<file path="src/rtl/dual_sel_sram_pkg.sv">
package dual_sel_sram_pkg;

   // Access mode derived from the control inputs on each cycle
   typedef enum logic [2:0] {
      MODE_IDLE       = 3'd0,  // deselected
      MODE_MUTE_READ  = 3'd1,  // selected read, output forced off
      MODE_READ       = 3'd2,  // selected read, output on
      MODE_WRITE_SHOW = 3'd3,  // selected write, written word shown
      MODE_WRITE_MUTE = 3'd4   // selected write, output forced off
   } access_mode_e;

   function automatic logic mode_writes(access_mode_e m);
      return (m == MODE_WRITE_SHOW) || (m == MODE_WRITE_MUTE);
   endfunction

   function automatic logic mode_drives(access_mode_e m);
      return (m == MODE_READ) || (m == MODE_WRITE_SHOW);
   endfunction

endpackage

</file>
<file path="src/rtl/dual_sel_sram_mode_dec.sv">
module dual_sel_sram_mode_dec
   import dual_sel_sram_pkg::*;
(
   input  logic         sel_a_n,
   input  logic         sel_b,
   input  logic         rd_wr_n,
   input  logic         out_dis,
   output access_mode_e mode,
   output logic         wr_en,
   output logic         drive_en,
   output logic         show_din
);

   logic selected;

   always_comb begin
      selected = (sel_a_n == 1'b0) && (sel_b == 1'b1);
      if (!selected) begin
         mode = MODE_IDLE;
      end else if (rd_wr_n) begin
         mode = out_dis ? MODE_MUTE_READ : MODE_READ;
      end else begin
         mode = out_dis ? MODE_WRITE_MUTE : MODE_WRITE_SHOW;
      end
      wr_en    = mode_writes(mode);
      drive_en = mode_drives(mode);
      show_din = (mode == MODE_WRITE_SHOW);
   end

endmodule

</file>
<file path="src/rtl/dual_sel_sram_array.sv">
module dual_sel_sram_array #(
   parameter int ADDR_W         = 8,
   parameter int DATA_W         = 4,
   parameter bit CLEAR_ON_RESET = 1'b1
) (
   input  logic              clk,
   input  logic              rst_n,
   input  logic              wr_en,
   input  logic [ADDR_W-1:0] addr,
   input  logic [DATA_W-1:0] wr_data,
   output logic [DATA_W-1:0] rd_data
);

   localparam int DEPTH = 1 << ADDR_W;

   logic [DATA_W-1:0] cells [DEPTH];

   generate
      if (CLEAR_ON_RESET) begin : g_clear
         always_ff @(posedge clk or negedge rst_n) begin
            if (!rst_n) begin
               for (int i = 0; i < DEPTH; i++) begin
                  cells[i] <= '0;
               end
            end else if (wr_en) begin
               cells[addr] <= wr_data;
            end
         end
      end else begin : g_keep
         always_ff @(posedge clk) begin
            if (wr_en) begin
               cells[addr] <= wr_data;
            end
         end
      end
   endgenerate

   // Combinational read of the word currently stored
   assign rd_data = cells[addr];

endmodule

</file>
<file path="src/rtl/dual_sel_sram_out_stage.sv">
module dual_sel_sram_out_stage #(
   parameter int DATA_W = 4
) (
   input  logic              clk,
   input  logic              rst_n,
   input  logic              drive_en,
   input  logic              show_din,
   input  logic [DATA_W-1:0] din,
   input  logic [DATA_W-1:0] rd_data,
   output logic [DATA_W-1:0] dout,
   output logic              dout_oe
);

   logic [DATA_W-1:0] next_data;

   always_comb begin
      if (!drive_en) begin
         next_data = '0;
      end else if (show_din) begin
         next_data = din;
      end else begin
         next_data = rd_data;
      end
   end

   always_ff @(posedge clk or negedge rst_n) begin
      if (!rst_n) begin
         dout    <= '0;
         dout_oe <= 1'b0;
      end else begin
         dout    <= next_data;
         dout_oe <= drive_en;
      end
   end

endmodule

</file>
<file path="src/rtl/dual_sel_sram.sv">
module dual_sel_sram
   import dual_sel_sram_pkg::*;
#(
   parameter int ADDR_W         = 8,
   parameter int DATA_W         = 4,
   parameter bit CLEAR_ON_RESET = 1'b1
) (
   input  logic              clk,
   input  logic              rst_n,
   input  logic [ADDR_W-1:0] addr,
   input  logic [DATA_W-1:0] din,
   input  logic              sel_a_n,
   input  logic              sel_b,
   input  logic              rd_wr_n,
   input  logic              out_dis,
   output logic [DATA_W-1:0] dout,
   output logic              dout_oe
);

   localparam int DEPTH = 1 << ADDR_W;

   generate
      if (ADDR_W < 1 || ADDR_W > 12) begin : g_bad_addr
         $error("dual_sel_sram: ADDR_W must be in 1..12");
      end
      if (DATA_W < 1) begin : g_bad_data
         $error("dual_sel_sram: DATA_W must be at least 1");
      end
      if (DEPTH * DATA_W > 16384) begin : g_bad_size
         $error("dual_sel_sram: array too large");
      end
   endgenerate

   access_mode_e      mode;
   logic              wr_en;
   logic              drive_en;
   logic              show_din;
   logic [DATA_W-1:0] rd_data;

   dual_sel_sram_mode_dec u_dec (
      .sel_a_n  (sel_a_n),
      .sel_b    (sel_b),
      .rd_wr_n  (rd_wr_n),
      .out_dis  (out_dis),
      .mode     (mode),
      .wr_en    (wr_en),
      .drive_en (drive_en),
      .show_din (show_din)
   );

   dual_sel_sram_array #(
      .ADDR_W         (ADDR_W),
      .DATA_W         (DATA_W),
      .CLEAR_ON_RESET (CLEAR_ON_RESET)
   ) u_array (
      .clk     (clk),
      .rst_n   (rst_n),
      .wr_en   (wr_en),
      .addr    (addr),
      .wr_data (din),
      .rd_data (rd_data)
   );

   dual_sel_sram_out_stage #(
      .DATA_W (DATA_W)
   ) u_out (
      .clk      (clk),
      .rst_n    (rst_n),
      .drive_en (drive_en),
      .show_din (show_din),
      .din      (din),
      .rd_data  (rd_data),
      .dout     (dout),
      .dout_oe  (dout_oe)
   );

endmodule

</file>
<file path="config.mk">
export PLATFORM = sky130hd
export DESIGN_NAME = dual_sel_sram
export DESIGN_NICKNAME = d
export VERILOG_FILES = /design/src/rtl/dual_sel_sram_pkg.sv /design/src/rtl/dual_sel_sram_mode_dec.sv /design/src/rtl/dual_sel_sram_array.sv /design/src/rtl/dual_sel_sram_out_stage.sv /design/src/rtl/dual_sel_sram.sv
export SDC_FILE = /design/constraint.sdc
export NUM_CORES = 1
export LEC_CHECK = 0
export BUFFER_PORTS_ARGS = -buffer_cell sky130_fd_sc_hd__buf_2
export CAP_MARGIN = 20
export CORE_ASPECT_RATIO = 0.75
export CORE_MARGIN = 10
export CORE_UTILIZATION = 40
export DETAILED_ROUTE_END_ITERATION = 10
export PLACE_DENSITY = 0.64
export SYNTH_ARGS = -nofsm -noshare
export SYNTH_HDL_FRONTEND = slang
export SYNTH_SLANG_ARGS = --single-unit
</file>
<file path="constraint.sdc">
create_clock -name clk -period 2.4 [get_ports clk]
set_input_delay 0.36 -clock clk [delete_from_list [all_inputs] [get_ports clk]]
set_output_delay 0.36 -clock clk [all_outputs]
set_load 0.005 [all_outputs]
</file>
==> summary.txt <==
Status
  • Run status: finished clean

STA
  • Final min period: ~2.3 ns
  • Tcrit/Tclk final: 0.952
  • Fmax: roughly 440 MHz
  • Setup ws final: between 0.1 and 0.15 ns
  • Slew @ Worst Pin: approximately 1.1 ns
  • Slew HR: 0.269
  • Max-slew violation count: 0
  • RSZ-0062 raised after global routing: no
  • Worst Hold Slack: ~0.08 ns
  • Final hold vios: 0
  • Setup violators final: 0
  • Clock Skew: ~0.022 ns

Critical path
  • Maximum fanout along the worst path: 2
  • Setup slack, reg-to-reg: roughly 0.12 ns
  • Crit path buffers/inverters: 2
  • Startpoint types: register
  • CP Data Required Time: 3.04 ns
  • Max stage delay on crit path: ~0.46 ns
  • Worst-case reg-to-reg path depth: 8
  • Crit end category: register
  • Crit path cell chain: mux4_2 -> nor3b_1 -> buf_4 -> o31a_1 -> o31a_1 -> a2111oi_0 -> buf_4 -> o2bb2ai_1
  • Critical path arrival: approximately 3 ns
  • CP Class: reg -> reg
  • CP top delay family: compound AO/OA/AOI/OAI gates
  • RR Startpoint: u_array.cells[731]
  • Worst path slowest cell: a2111oi_0
  • Reg-to-reg endpoint: u_out.dout[3]

Die
  • FP Rows: about 110
  • Total core area: about 120,000 um^2
  • Die width: approximately 420 um
  • Full die area: 134,000 um^2
  • Initial core utilization: 0.405
  • Die Ht: approximately 320 um
  • I/O pin cnt: 23

Global route
  • GRT Util Overall: 0.209
  • Initial antenna violation count: 3
  • First-pass GRT wire length: roughly 210,000 um
  • Remaining Overflow, GRT: 0
  • Pin count of the biggest net entering global routing: 166
  • Number of global-route vias before repair: about 31,000

Logic synthesis
  • Top post-synthesis cells by area: dfrtp_1, mux2_2, mux4_2
  • Syn avg cell area: 14.9 um^2
  • Synth Area in Compound Gates: 0.0214
  • Yosys cell types: between 60 and 70
  • Post-synthesis mux area share: 0.372
  • Async set-reset flop share out of synthesis: 1.00
  • Post-Synth XOR/XNOR Area: 0
  • Post-Synth Simple-Gate Area: 0.0451
  • Syn_nets: around 3,200
  • Number of synthesis warnings: 0
  • EDFF count, synth: 0
  • Sequential fraction of the synthesis area: 0.537
  • Largest family of logic cells by synthesized area: multiplexers
  • Leading area contributor after synthesis: dfrtp_1
  • Synth cell count leaders: mux2_2, dfrtp_1, mux4_2, nand2_1, clkbuf_1
  • Synth Flop Type: dfrtp_1
  • Adder-Cell Fraction of Synth Area: 0.000261
  • Synth Instances: 3,221
  • Synth Register Bits: 1,029
  • Most common cell in the netlist: mux2_2
  • Synth Cell Area: 47,900 um^2
  • Yosys top cell area share: 0.537

Detailed routing
  • Avg WL per Cell: 26.9 um
  • Pre-antenna DRT Iters: 5
  • DRC Markers: 0
  • Initial drt markers: about 2,800
  • Final WL: about 140,000 um
  • Post-route ant nets: 0
  • Vias post-DR: 30,400
  • Via/cell ratio: between 5 and 6

Clocking
  • Root buf cell: clkbuf_16
  • Clk slew on worst S/H paths: approximately 0.07 ns
  • Clock Latency Late Sink: 0.71 ns
  • CTS Buf Count: 100
  • CTS Buffer Depth: 3
  • Post-CTS Repair Setup Buffers: 0
  • TritonCTS clock tree: yes
  • Clock sinks: just over 1,000
  • H-tree Lvls: 3

Layout
  • Fraction of layout cells with a size suffix above 1: 0.544
  • Util after Layout: 0.481
  • Fin cells: 5,224
  • Fillers: slightly above 10,000
  • Area growth from synthesis to layout: 18.8%
  • Final #Nets: between 3,000 and 4,000

Placement
  • Global placement routability congestion: around 0.93
  • I/O Buffers: 22
  • Post-place setup slack: -0.737 ns
  • Final HPWL from detailed placement: approximately 97,000 um
  • Placed insts: between 5,000 and 6,000

Power
  • LEAKAGE: 0.0274 uW
  • Pwr/cell area: about 650 nW/um^2
  • Power, Total: ~37,000 uW
  • Worst vdd ir: 0.000527 V

Worst hold path
  • Hold Path Class: in -> reg
  • Hold Crit Depth: 3
  • Hold path endpoint: u_out.dout_oe
  • HP Start: sel_a_n

Flow run
  • Max_cap viols: 0
==> routing by layer <==
layer,share of wire,track usage,up-vias
met3,0.081,0.0507,229
met4,0.029,0.0601,0
met5,0,0,-
met1,0.48,0.324,16400
met2,0.41,0.286,1086
li1,-,-,12700
==> stage by stage <==
| stage | TNS, ns | instance area, um^2 |
|---|---|---|
| after floorplan | 0 | 47900 |
| after global placement | -231.62 | 53400 |
| after detailed placement | -219.00 | 53400 |
| after CTS | 0 | 56900 |
| after global routing | 0 | 56900 |
| final | 0 | 56900 |
==> cell usage in the layout, fill, tap and decap left out, types with 26 or more instances in the layout <==
master and count:
o22ai_1 27, buf_12 68, buf_4 406, nor2_2 27
mux2_2 1038, nand2_1 188, nor2_1 129, mux4_2 244
clkbuf_16 103, mux2i_1 56, dfrtp_1 1029, a22oi_1 26
==> worst reg2reg max path, cell delays in order, from the launching register on <==
cell       delay [ns]
dfrtp_1          0.36
mux4_2           0.33
nor3b_1          0.07
buf_4            0.13
o31a_1           0.29
o31a_1           0.29
a2111oi_0        0.46
buf_4            0.19
o2bb2ai_1        0.10
==> registers in the layout (all words and copies together), names as in the netlist <==
name and flops:
u_array.cells 1024, u_out.dout 4, u_out.dout_oe 1
==> cell families after synthesis <==
group,Yosys count
flops,1029
simple gates,462
fa+ha+maj,1
compound gates,142
buf+inv,242
mux,1345
==> worst max path at each step <==
stage	endpoint	cells after the start	slack, ns	start
after floorplan	u_array.cells[1020]	9	0.004	rd_wr_n
after global placement	u_out.dout[1]	9	-0.68	addr[0]
after detailed placement	u_out.dout[1]	9	-0.74	addr[0]
after CTS	u_out.dout[0]	7	0.15	u_array.cells[188]
after global routing	u_out.dout[1]	10	0.1	rd_wr_n
final	u_out.dout[3]	8	0.12	u_array.cells[731]
==> final cells by class <==
type / instances / area, um^2 / share of cell area
sequential: 1029 / 25700 / 0.452
multi-input combinational: 1950 / 21100 / 0.370
timing repair buffer: 497 / 4600 / 0.0808
clock buffer: 139 / 2880 / 0.0506
tap: 1554 / 1940 / 0.0341
clock inverter: 48 / 664 / 0.0117
inverter: 5 / 18.8 / 0.000330
antenna: 2 / 5.00 / 0.0000879
==> where the power goes <==
group / total [uW] / switching [uW] / internal, uW / leakage [uW]
registers: 17600 / 85.8 / 17500 / 0.0144
clock network: 17200 / 7140 / 10000 / 0.00175
logic: 2450 / 1540 / 912 / 0.0113
total: 37200 / 8760 / 28400 / 0.0274
==> timing repair <==
action / 4_1_cts / 5_1_grt
hold endpoints to repair: 27 / 0
gates cloned: 0 / 0
resized for setup: 1 / 2
hold buffers: 1 / 0
endpoints found under the setup margin: 1 / 2
(Power assumes the default switching activity.)
